`src/rtl/tmr16_pkg.sv`:
```
package tmr16_pkg;

  typedef enum logic [2:0] {
    RA_CNT_LO = 3'd0,
    RA_CNT_HI = 3'd1,
    RA_CMP_LO = 3'd2,
    RA_CMP_HI = 3'd3,
    RA_CTRL   = 3'd4,
    RA_FLAGS  = 3'd5,
    RA_FORCE  = 3'd6,
    RA_SPARE  = 3'd7
  } reg_addr_e;

  typedef enum logic [1:0] {
    ACT_NONE   = 2'd0,
    ACT_TOGGLE = 2'd1,
    ACT_CLEAR  = 2'd2,
    ACT_SET    = 2'd3
  } out_act_e;

  typedef struct packed {
    logic     run;
    logic     ctc;
    out_act_e act;
  } ctrl_t;

  localparam int CTRL_W = $bits(ctrl_t);

endpackage

```
`src/rtl/tmr16_regif.sv`:
```
module tmr16_regif
  import tmr16_pkg::*;
#(
  parameter int BUS_W = 8,
  parameter int CNT_W = 2 * BUS_W
) (
  input  logic             clk,
  input  logic             rst,
  input  logic [2:0]       addr,
  input  logic             wr,
  input  logic             rd,
  input  logic [BUS_W-1:0] wdata,
  input  logic [CNT_W-1:0] cnt,
  input  logic             cmp_flag,
  input  logic             ovf_flag,
  output logic [BUS_W-1:0] rdata,
  output logic [CNT_W-1:0] cmp_q,
  output ctrl_t            ctrl_q,
  output logic             cnt_ld,
  output logic [CNT_W-1:0] cnt_ld_val,
  output logic             force_stb,
  output logic             clr_cmp,
  output logic             clr_ovf
);

  logic [BUS_W-1:0] temp_q;
  logic [BUS_W-1:0] rd_mux;
  reg_addr_e        ra;

  assign ra = reg_addr_e'(addr);

  // strobes towards the counter and the compare logic
  assign cnt_ld     = wr && (ra == RA_CNT_LO);
  assign cnt_ld_val = {temp_q, wdata};
  assign force_stb  = wr && (ra == RA_FORCE) && wdata[0];
  assign clr_cmp    = wr && (ra == RA_FLAGS) && wdata[0];
  assign clr_ovf    = wr && (ra == RA_FLAGS) && wdata[1];

  always_comb begin
    rd_mux = '0;
    case (ra)
      RA_CNT_LO: rd_mux = cnt[BUS_W-1:0];
      RA_CNT_HI: rd_mux = temp_q;
      RA_CMP_LO: rd_mux = cmp_q[BUS_W-1:0];
      RA_CMP_HI: rd_mux = cmp_q[CNT_W-1:BUS_W];
      RA_CTRL:   rd_mux[CTRL_W-1:0] = ctrl_q;
      RA_FLAGS:  rd_mux[1:0] = {ovf_flag, cmp_flag};
      default:   rd_mux = '0;
    endcase
  end

  always_ff @(posedge clk) begin
    if (rst) begin
      temp_q <= '0;
      cmp_q  <= '0;
      ctrl_q <= '0;
      rdata  <= '0;
    end else begin
      if (rd) begin
        rdata <= rd_mux;
        if (ra == RA_CNT_LO) temp_q <= cnt[CNT_W-1:BUS_W];
      end
      if (wr) begin
        case (ra)
          RA_CNT_HI, RA_CMP_HI: temp_q <= wdata;
          RA_CMP_LO:            cmp_q  <= {temp_q, wdata};
          RA_CTRL:              ctrl_q <= ctrl_t'(wdata[CTRL_W-1:0]);
          default: ;
        endcase
      end
    end
  end

endmodule

```
`src/rtl/tmr16_counter.sv`:
```
module tmr16_counter #(
  parameter int CNT_W = 16
) (
  input  logic             clk,
  input  logic             rst,
  input  logic             run,
  input  logic             tick,
  input  logic             ctc,
  input  logic             cnt_ld,
  input  logic [CNT_W-1:0] cnt_ld_val,
  input  logic [CNT_W-1:0] cmp_val,
  output logic [CNT_W-1:0] cnt_q,
  output logic             blk_q,
  output logic             match_evt,
  output logic             wrap_evt
);

  localparam logic [CNT_W-1:0] ONE = {{(CNT_W-1){1'b0}}, 1'b1};

  logic adv;
  logic hit;
  logic at_top;

  // a bus write to the counter has priority over counting
  assign adv       = run && tick && !cnt_ld;
  assign hit       = (cnt_q == cmp_val);
  assign at_top    = &cnt_q;
  assign match_evt = adv && hit && !blk_q;
  assign wrap_evt  = adv && at_top && !(ctc && match_evt);

  always_ff @(posedge clk) begin
    if (rst) begin
      cnt_q <= '0;
      blk_q <= 1'b0;
    end else begin
      if (cnt_ld) begin
        cnt_q <= cnt_ld_val;
        blk_q <= 1'b1;
      end else if (adv) begin
        blk_q <= 1'b0;
        if (ctc && match_evt) cnt_q <= '0;
        else                  cnt_q <= cnt_q + ONE;
      end
    end
  end

endmodule

```
`src/rtl/tmr16_outcmp.sv`:
```
module tmr16_outcmp
  import tmr16_pkg::*;
(
  input  logic     clk,
  input  logic     rst,
  input  out_act_e act,
  input  logic     match_evt,
  input  logic     force_stb,
  input  logic     wrap_evt,
  input  logic     clr_cmp,
  input  logic     clr_ovf,
  input  logic     ack,
  output logic     cmp_out,
  output logic     cmp_flag,
  output logic     ovf_flag
);

  logic fire;
  logic out_nxt;

  assign fire = match_evt || force_stb;

  always_comb begin
    out_nxt = cmp_out;
    if (fire) begin
      case (act)
        ACT_TOGGLE: out_nxt = !cmp_out;
        ACT_CLEAR:  out_nxt = 1'b0;
        ACT_SET:    out_nxt = 1'b1;
        default:    out_nxt = cmp_out;
      endcase
    end
  end

  always_ff @(posedge clk) begin
    if (rst) begin
      cmp_out  <= 1'b0;
      cmp_flag <= 1'b0;
      ovf_flag <= 1'b0;
    end else begin
      cmp_out <= out_nxt;
      if (match_evt)            cmp_flag <= 1'b1;
      else if (clr_cmp || ack)  cmp_flag <= 1'b0;
      if (wrap_evt)             ovf_flag <= 1'b1;
      else if (clr_ovf)         ovf_flag <= 1'b0;
    end
  end

endmodule

```
`src/rtl/tmr16_oc.sv`:
```
module tmr16_oc
  import tmr16_pkg::*;
#(
  parameter int BUS_W = 8
) (
  input  logic             clk,
  input  logic             rst,
  input  logic [2:0]       reg_addr,
  input  logic             reg_wr,
  input  logic             reg_rd,
  input  logic [BUS_W-1:0] reg_wdata,
  output logic [BUS_W-1:0] reg_rdata,
  input  logic             tick,
  input  logic             cmp_ack,
  output logic             cmp_out,
  output logic             cmp_flag,
  output logic             ovf_flag
);

  localparam int CNT_W = 2 * BUS_W;

  logic [CNT_W-1:0] cnt_q;
  logic [CNT_W-1:0] cmp_q;
  logic [CNT_W-1:0] cnt_ld_val;
  ctrl_t            ctrl_q;
  logic             cnt_ld;
  logic             force_stb;
  logic             clr_cmp;
  logic             clr_ovf;
  logic             blk_q;
  logic             match_evt;
  logic             wrap_evt;
  logic             run_w;
  logic             ctc_w;

  assign run_w = ctrl_q.run;
  assign ctc_w = ctrl_q.ctc;

  tmr16_regif #(.BUS_W(BUS_W), .CNT_W(CNT_W)) u_regif (
    .clk        (clk),
    .rst        (rst),
    .addr       (reg_addr),
    .wr         (reg_wr),
    .rd         (reg_rd),
    .wdata      (reg_wdata),
    .cnt        (cnt_q),
    .cmp_flag   (cmp_flag),
    .ovf_flag   (ovf_flag),
    .rdata      (reg_rdata),
    .cmp_q      (cmp_q),
    .ctrl_q     (ctrl_q),
    .cnt_ld     (cnt_ld),
    .cnt_ld_val (cnt_ld_val),
    .force_stb  (force_stb),
    .clr_cmp    (clr_cmp),
    .clr_ovf    (clr_ovf)
  );

  tmr16_counter #(.CNT_W(CNT_W)) u_cnt (
    .clk        (clk),
    .rst        (rst),
    .run        (run_w),
    .tick       (tick),
    .ctc        (ctc_w),
    .cnt_ld     (cnt_ld),
    .cnt_ld_val (cnt_ld_val),
    .cmp_val    (cmp_q),
    .cnt_q      (cnt_q),
    .blk_q      (blk_q),
    .match_evt  (match_evt),
    .wrap_evt   (wrap_evt)
  );

  tmr16_outcmp u_out (
    .clk       (clk),
    .rst       (rst),
    .act       (ctrl_q.act),
    .match_evt (match_evt),
    .force_stb (force_stb),
    .wrap_evt  (wrap_evt),
    .clr_cmp   (clr_cmp),
    .clr_ovf   (clr_ovf),
    .ack       (cmp_ack),
    .cmp_out   (cmp_out),
    .cmp_flag  (cmp_flag),
    .ovf_flag  (ovf_flag)
  );

endmodule

```
`config.mk`:
```
export PLATFORM = sky130hd
export DESIGN_NAME = tmr16_oc
export DESIGN_NICKNAME = d
export VERILOG_FILES = /design/src/rtl/tmr16_pkg.sv /design/src/rtl/tmr16_regif.sv /design/src/rtl/tmr16_counter.sv /design/src/rtl/tmr16_outcmp.sv /design/src/rtl/tmr16_oc.sv
export SDC_FILE = /design/constraint.sdc
export NUM_CORES = 1
export LEC_CHECK = 0
export ABC_AREA = 1
export BUFFER_PORTS_ARGS = -buffer_cell sky130_fd_sc_hd__clkbuf_2
export CORE_AREA = 2 2 88 90
export CTS_CLUSTER_DIAMETER = 80
export DETAILED_ROUTE_END_ITERATION = 8
export DIE_AREA = 0 0 90 92
export PLACE_DENSITY_LB_ADDON = 0.08
export SLEW_MARGIN = 25
export SYNTH_ARGS = -nofsm -noshare
export SYNTH_HDL_FRONTEND = slang
export SYNTH_SLANG_ARGS = --single-unit
```
`constraint.sdc`:
```
create_clock -name clk -period 3.1 [get_ports clk]
set_input_delay 0.155 -clock clk [delete_from_list [all_inputs] [get_ports clk]]
set_output_delay 0.155 -clock clk [all_outputs]
set_load 0.05 [all_outputs]
```
==> results of run 1 <==
-- cells by family (layout without fill, tap and decap cells) --
kind of cell / count (synthesis) / after routing / synth area share, %
xor+xnor: 11 / 11 / 3.03
fa+ha+maj: 1 / 1 / 0.393
simple gates: 165 / 165 / 24.5
compound gates: 140 / 140 / 23.8
flops: 56 / 56 / 35.2
buf+inv: 105 / 126 / 13.1
-- per-layer routing --
layer | track usage [%] | up-vias | wire length [µm]
met2 | 39.0 | 117 | 4400
met3 | 2.96 | 23 | 595
met5 | 0 | - | 0
met4 | 8.59 | 0 | 225
li1 | - | 1604 | -
met1 | 33.7 | 1493 | 4590
-- through the flow --
step / setup WS [ns] / power (mW) / hold slack [ns] / utilization (%) / std cells
floorplan: 1.65 / 0.886 / 0.303 / - / 478
global placement: 1.30 / 0.941 / 0.433 / 45.4 / 593
detailed placement: 1.27 / 0.941 / 0.434 / 45.4 / 593
CTS: 1.28 / 1.44 / 0.0902 / 46.8 / 601
global route: 1.13 / 1.48 / 0.106 / 46.8 / 601
finish: 1.29 / 1.42 / 0.101 / 46.8 / 601
-- worst register-to-register path: cells and delay by family, from the launching register on --
kind / cells / cell delay (ns)
buf+inv: 2 / 0.22
simple gates: 6 / 0.78
compound gates: 1 / 0.24
flops: 1 / 0.46
-- power by group --
group	leakage, nW	switching [mW]	total (mW)	internal (mW)
sequential	0.454	0.0176	0.757	0.740
combinational	0.910	0.120	0.169	0.0490
clock	0.0552	0.255	0.495	0.241
total	1.42	0.392	1.42	1.03
-- cell type report --
| cell class | instances | share of cell area (%) |
|---|---|---|
| well taps | 102 | 3.66 |
| inverters | 89 | 9.58 |
| clock inverters | 2 | 1.01 |
| flip-flops and latches | 56 | 32.2 |
| repair buffers | 29 | 4.31 |
| multi-input cells | 317 | 47.2 |
| clock buffers | 6 | 2.08 |
-- state kept, by name (all words and copies together) (netlist names) --
signal and count:
u_regif.ctrl_q 4, u_cnt.blk_q 1, u_out.cmp_flag 1, u_regif.rdata 8, u_cnt.cnt_q 16, u_regif.cmp_q 16
u_regif.temp_q 8, u_out.ovf_flag 1, u_out.cmp_out 1
-- worst paths after layout --
path	end	slack, ns	cells after the start
hold / removal	u_regif.ctrl_q[0]	0.10	3
setup / recovery	u_cnt.cnt_q[3]	1.29	9
setup reg to reg	u_cnt.cnt_q[3]	1.29	9
hold reg to reg	u_regif.rdata[0]	0.47	2
-- cell usage after synthesis, drive strengths merged (2+ instances only) --
cell	n
o22ai	30
nor3	7
nand3	33
nand2	89
nor2	32
inv	89
a21oi	57
dfxtp	56
xnor2	2
o21ai	45
xor2	9
buf	9
o31ai	5
clkbuf	7
nand4	4
-- cells in the final DEF, fill, tap and decap left out, drive strengths merged --
cell type	n
nand4	4
o31ai	5
o22ai	30
dfxtp	56
nand2	89
ha	1
a31oi	1
nor3	7
xor2	9
nand3	33
inv	89
xnor2	2
nor2	32
a41oi	1
o21ai	45
a211oi	1
bufinv	1
clkbuf	33
clkinv	1
buf	2
a21oi	57
==> flow_summary.toml, run 1 <==
[power_and_ir_drop]
p_leak_nw = 1.42
power_density_mw_per_mm2 = 408
vdd_drop_max_v = 0.000157

[worst_hold_path]
hp-class = "input pin to flop"
hold_path.startpoint = "reg_wdata[0]"

[place]
port_buffers = 27
dpl_cell_area_mm2 = 0.00338
dp_hpwl_um = 7260
finalWeightedCongestion = 0.930

[drt]
wirelength_um = 9820
wire_per_inst_um = 16.3
detail-route-antenna-nets = 0
post_drt_via_cell_ratio = 5.39
drc = 0
vias = 3237
first_iter_violations = 242
first_pass_iters = 5

[cells_and_area]
final_nets = 516
final_layout_size_suffix_gt1_share_pct = 11.4
num_antenna_cells = 0
syn2layout_area_growth_pct = 9.56
multi_input_area_mm2 = 0.00165
register_area_mm2 = 0.00112
fin_area_mm2 = 0.00349
fillers = 830

[sta]
slew_viol_final = 0
rsz0062_at_grt = "no"
setup_viol = 0
slew_headroom_pct = 54.8
worst_pin_slew_ns = 0.676
clock.fmax_mhz = 552
fin_crit_sh_pct = 58.4
skew_ns = 0.00450
setup_tns_ns = 0
hold_viol_final = 0
period_needed_ns = 1.81

[die]
num_rows = 32
start_util_pct = 42.7
core_area_mm2 = 0.00745
dieArea_mm2 = 0.00828
ios = 28
die_w_um = 90
die-height_um = 92

[status]
outcome = "complete, no violations"

[logic_synthesis]
syn_area_per_cell_um2 = 6.66
syn-cell-area_mm2 = 0.00318
synth.yosys.seq_area_share_pct = 35.2
synth_nets = 496
synth_edf_count = 0
synthCells = 478
ys_warn_count = 0
synth-main-ff-cell = "dfxtp_1"
yosysTopAreaCell = "dfxtp_1"
synth_cell_types = 32
async_flop_share_pct = 0
ys_ff_latch = 56
synth.area.top_cells = "dfxtp_1, nand2_1, inv_1"
synth_top_area_share_pct = 35.2

[clocking]
clock_sinks = 56
clock_latency_ns = 0.31
htreeDepth = 2
post_cts_buffers = 0
cts_tree = "done"
clkSlewWorstSetupHoldPaths_ns = 0.10
holdBufCountCts = 0
cts_buffer_depth = 2
ctsResizeCount = 0
cts_buffers = 5
root_buffer = "clkbuf_8"

[global_routing]
grt_pass1_vias = 2955
overflow = 0
antenna_found_initial = 0
track_usage_pct = 24.3
grt_max_degree = 36
grt_pass1_wl_um = 15800

[job]
maxCapViolCount = 0

[worst_setup_path]
cp-start-kind = "flop"
cp_slowest_cell = "dfxtp_1"
crit_fanout = 17
critPathTopFamily = "simple AND/OR/NAND/NOR gates"
endpoint_kind = "flop"
worstSetupPathType = "flop to flop"
critPathLaunch = "u_cnt.cnt_q[13]"
path_buf_inv = 2
cp.required_ns = 3.30
path_cells = "inv_1 > nand2_1 > nand2_1 > inv_1 > nand3_1 > nor2_2 > nand4_4 > a21oi_1 > nor2_1"
critPathArrivalTime_ns = 2.01
r2r_start = "u_cnt.cnt_q[13]"
max_stage_delay_ns = 0.46
Note: power is estimated with default switching activity, not from simulation.
==> run 2, diff against run 1 <==
ABC_AREA = 0   (was 1)
CORE_AREA = 2 2 87 89   (was 2 2 88 90)
DIE_AREA = 0 0 89 91   (was 0 0 90 92)
clock period = 1.6 ns   (was 3.1 ns; I/O delays follow)
==> flow_summary.toml, run 2 <==
[logic_synthesis]
ys_warn_count = 0
syn-cell-area_mm2 = 0.00311
synth.area.top_cells = "dfxtp_1, a21oi_1, xnor2_1"
synth_common_cells = "dfxtp_1, nand2_1, a21oi_1"
synthCells = 364
synth_cell_types = 40
synth_edf_count = 0
ys_ff_latch = 56
yosysMostFrequentCell = "dfxtp_1"
synth.yosys.seq_area_share_pct = 36.0
synth-main-ff-cell = "dfxtp_1"
synth_nets = 382
syn_area_per_cell_um2 = 8.55
yosysTopAreaCell = "dfxtp_1"
synth_top_area_share_pct = 36.0
async_flop_share_pct = 0

[drt]
drc = 0
wirelength_um = 9280
vias = 2871
first_iter_violations = 222
detail-route-antenna-nets = 0
post_drt_via_cell_ratio = 5.57
wire_per_inst_um = 18.0
first_pass_iters = 5

[worst_setup_path]
worstSetupPathType = "flop to flop"
endpoint_kind = "flop"
path_cells = "xnor2_2 > nand4_1 > nor3_4 > a31o_4 > buf_12 > o22ai_1"
cp-start-kind = "flop"
critPathTopFamily = "simple AND/OR/NAND/NOR gates"
crit_fanout = 9
critPathArrivalTime_ns = 1.77
cp.required_ns = 1.79
path_buf_inv = 1
max_stage_delay_ns = 0.36
cp_slowest_cell = "dfxtp_2"

[job]
maxCapViolCount = 0

[die]
ios = 28
num_rows = 31
die-height_um = 91
die_w_um = 89
core_area_mm2 = 0.00714
start_util_pct = 43.6
dieArea_mm2 = 0.00810

[power_and_ir_drop]
power_density_mw_per_mm2 = 711
vdd_drop_max_v = 0.000391
p_leak_nw = 1.44

[cells_and_area]
fin_util_pct = 53.5
syn2layout_area_growth_pct = 22.6
final_nets = 433
final_cell_mix = "nand2_1, dfxtp_1, a21oi_1, buf_4, nor2_1"
reg.largest.list = "u_cnt.cnt_q x16, u_regif.cmp_q x16"
multi_input_area_mm2 = 0.00193
final_layout_size_suffix_gt1_share_pct = 30.8
fillers = 707
register_area_mm2 = 0.00114
num_antenna_cells = 0

[global_routing]
grt_max_degree = 41
antenna_found_initial = 0
grt_pass1_vias = 2679
grt_pass1_wl_um = 14700
use_met2_pct = 35.9
grt-busiest-layer = "met2"
track_usage_pct = 23.7
use_met1_pct = 35.1
grtUsageMet3_pct = 2.73
overflow = 0

[clocking]
htreeDepth = 2
cts_buffer_depth = 2
holdBufCountCts = 0
root_buffer = "clkbuf_8"
cts_tree = "done"
cts_buffers = 5
clkSlewWorstSetupHoldPaths_ns = 0.10
clock_latency_ns = 0.31
clock_sinks = 56

[place]
port_buffers = 27
dp_hpwl_um = 6540
finalWeightedCongestion = 0.923
pre_cts_ws_ns = -0.0591

[sta]
period_needed_ns = 1.58
setup_viol = 0
slew_headroom_pct = 67.0
skew_ns = 0.00478
rsz0062_at_grt = "yes"
slew_viol_final = 0
timing.final.ws_setup_ns = 0.0189
fin_crit_sh_pct = 98.8
clock.fmax_mhz = 632
whs_ns = 0.00488
hold_viol_final = 0
worst_pin_slew_ns = 0.495

[worst_hold_path]
hp-class = "input pin to flop"

[status]
outcome = "complete, no violations"
-- run 2: final cells by class --
type                    instances  share of cell area [%]
clock buffers                   6                    2.16
clock inverters                 2                   0.262
inverters                       3                   0.295
multi-input cells             278                    50.7
flip-flops and latches         56                    29.9
well taps                      99                    3.24
repair buffers                 71                    13.5
-- run 2: worst paths after layout --
kind | from | to | slack [ns] | cells after the start
setup / recovery | u_regif.cmp_q[1] | u_cnt.cnt_q[0] | 0.02 | 6
hold / removal | reg_wdata[4] | u_regif.cmp_q[4] | 0.005 | 3
setup reg to reg | u_regif.cmp_q[1] | u_cnt.cnt_q[0] | 0.02 | 6
hold reg to reg | u_regif.rdata[3] | u_regif.rdata[3] | 0.49 | 2
-- run 2: repair_timing --
action | in CTS | in global routing
buffers inserted | 1 | 0
resized for setup | 3 | 23
hold endpoints to repair | 0 | 0
pin swaps | 1 | 7
endpoints found under the setup margin | 16 | 19
-- run 2: kinds of logic (layout without fill, tap and decap cells) --
logic type | Yosys count | after routing | share of synthesized area [%]
mux | 22 | 22 | 9.20
buf+inv | 30 | 82 | 4.50
flops | 56 | 56 | 36.0
xor+xnor | 28 | 28 | 7.88
fa+ha+maj | 1 | 1 | 0.402
simple gates | 148 | 148 | 24.6
compound gates | 79 | 79 | 17.4
-- run 2: worst reg2reg max path, cell delays in order, from the launching register on --
cell	delay, ns
dfxtp_2	0.36
xnor2_2	0.18
nand4_1	0.19
nor3_4	0.27
a31o_4	0.24
buf_12	0.14
o22ai_1	0.08
-- run 2: stage by stage --
stage | total power, mW | cells | setup TNS, ns | instance area (µm²)
final | 2.71 | 515 | 0 | 3820
after global routing | 2.84 | 515 | -0.230 | 3820
after CTS | 2.73 | 515 | 0 | 3740
after detailed placement | 1.89 | 506 | -0.559 | 3620
after global placement | 1.89 | 506 | -0.429 | 3620
after floorplan | 1.74 | 364 | 0 | 3120
-- run 2: per-layer routing --
layer	vias to the layer above	part of all wire, %
li1	1408	-
met1	1353	47
met2	95	46
met3	15	4.8
met4	0	2.0
met5	-	0
-- run 2: power breakdown --
| group | internal (mW) | switching [mW] |
|---|---|---|
| sequential | 1.43 | 0.0368 |
| combinational | 0.162 | 0.248 |
| clock | 0.348 | 0.486 |
==> run 3, diff against run 2 <==
CORE_AREA = 2 2 98 100   (was 2 2 87 89)
DIE_AREA = 0 0 100 102   (was 0 0 89 91)
==> flow_summary.toml, run 3 (synthesis gave the netlist of run 2 again) <==
[sta]
timing.final.ws_setup_ns = 0.0516
skew_ns = 0.0160
setup_viol = 0
slew_headroom_pct = 70.2
worst_pin_slew_ns = 0.447
setup_tns_ns = 0
clock.fmax_mhz = 646
slew_viol_final = 0
hold_viol_final = 0
rsz0062_at_grt = "yes"
period_needed_ns = 1.55
fin_crit_sh_pct = 96.8

[drt]
vias = 2871
drc = 0
detail-route-antenna-nets = 0
first_iter_violations = 117
wire_per_inst_um = 18.6
post_drt_via_cell_ratio = 5.35
first_pass_iters = 6
wirelength_um = 9990

[worst_setup_path]
critPathTopFamily = "simple AND/OR/NAND/NOR gates"
path_buf_inv = 1
cp-start-kind = "flop"
worstSetupPathType = "flop to flop"
cp_slowest_cell = "dfxtp_1"
crit_fanout = 8
path_cells = "nor2b_1 > nor4_2 > and4_4 > a31o_4 > buf_12 > o22ai_2"
critPathArrivalTime_ns = 1.73
endpoint_kind = "flop"
cp.required_ns = 1.78
max_stage_delay_ns = 0.34

[die]
start_util_pct = 34.2
dieArea_mm2 = 0.0102
die_w_um = 100
num_rows = 35
die-height_um = 102
ios = 28
core_area_mm2 = 0.00911

[global_routing]
grt_pass1_vias = 2903
overflow = 0
antenna_found_initial = 0
track_usage_pct = 20.7
grt_max_degree = 37
grt_pass1_wl_um = 16100

[place]
pre_cts_ws_ns = -0.0318
port_buffers = 27
dp.cells = 529
dp_hpwl_um = 7040
finalWeightedCongestion = 0.804

[status]
outcome = "complete, no violations"

[clocking]
clock_sinks = 56
cts_buffers = 5
cts_buffer_depth = 2
htreeDepth = 2
root_buffer = "clkbuf_8"
cts_tree = "done"
holdBufCountCts = 0
clock_latency_ns = 0.32
clkSlewWorstSetupHoldPaths_ns = 0.11

[power_and_ir_drop]
vdd_drop_max_v = 0.000372
power_density_mw_per_mm2 = 677
p_leak_nw = 1.52

[cells_and_area]
multi_input_area_mm2 = 0.00197
final_nets = 444
num_antenna_cells = 0
stdcell_count = 537
syn2layout_area_growth_pct = 26.7
mostFrequentLayoutCell = "buf_4"
final_layout_size_suffix_gt1_share_pct = 33.6
final_cell_mix = "buf_4, nand2_1, dfxtp_1"
fillers = 944
reg.largest.list = "u_cnt.cnt_q x16, u_regif.cmp_q x16"
fin_util_pct = 43.3
register_area_mm2 = 0.00114

[job]
maxCapViolCount = 0

[worst_hold_path]
hp-class = "input pin to flop"
[run 3: power by group]
part           switching [mW]  internal, mW
Combinational           0.252         0.165
Clock                   0.485         0.299
Sequential             0.0362          1.43
Total                   0.773          1.90
[run 3: metal layers]
layer / track usage (%) / up-vias / share of wire (%) / routed length (µm)
li1: - / 1428 / - / -
met5: 0 / - / 0 / 0
met4: 6.22 / 0 / 1.9 / 191
met2: 33.9 / 48 / 45 / 4530
met3: 2.94 / 10 / 3.5 / 353
met1: 28.4 / 1385 / 49 / 4920
[run 3: worst reg2reg max path: cells and delay by family, from the launching register on]
| kind | cells | cell delay [ns] |
|---|---|---|
| flip-flops | 1 | 0.34 |
| AND/OR/NAND/NOR | 3 | 0.68 |
| AO/OA/AOI/OAI | 2 | 0.28 |
| buffers and inverters | 1 | 0.14 |
[run 3: area by class of cell]
class	count	area share [%]
Multi-Input combinational cell	278	50.0
Sequential cell	56	28.9
Timing Repair Buffer	82	15.2
Tap cell	111	3.52
Clock buffer	5	1.74
Clock inverter	2	0.317
Inverter	3	0.286
[run 3: path summary, 6_finish.rpt]
kind                     from               end  slack [ns]  cells after the start
max           u_cnt.cnt_q[13]   u_cnt.cnt_q[15]        0.05                      6
max reg2reg   u_cnt.cnt_q[13]   u_cnt.cnt_q[15]        0.05                      6
min reg2reg  u_regif.cmp_q[0]  u_regif.cmp_q[0]        0.49                      2
min                   cmp_ack    u_out.cmp_flag        0.01                      3
[run 3: per-stage QoR]
stage	hold WS (ns)	instance area (µm²)	total power [mW]
2_1_floorplan	0.216	3120	1.74
3_3_place_gp	0.346	3720	1.90
3_5_place_dp	0.357	3720	1.90
4_1_cts	0.0129	3810	2.69
5_1_grt	0.0298	3940	2.79
6_report	0.0143	3940	2.67
[run 3: repair_timing]
action,4_1_cts,5_1_grt
setup endpoints to repair,8,19
setup buffers,1,0
endpoints found under the hold margin,0,0
resized for setup,0,32
pin swaps,3,6
cloned,0,0
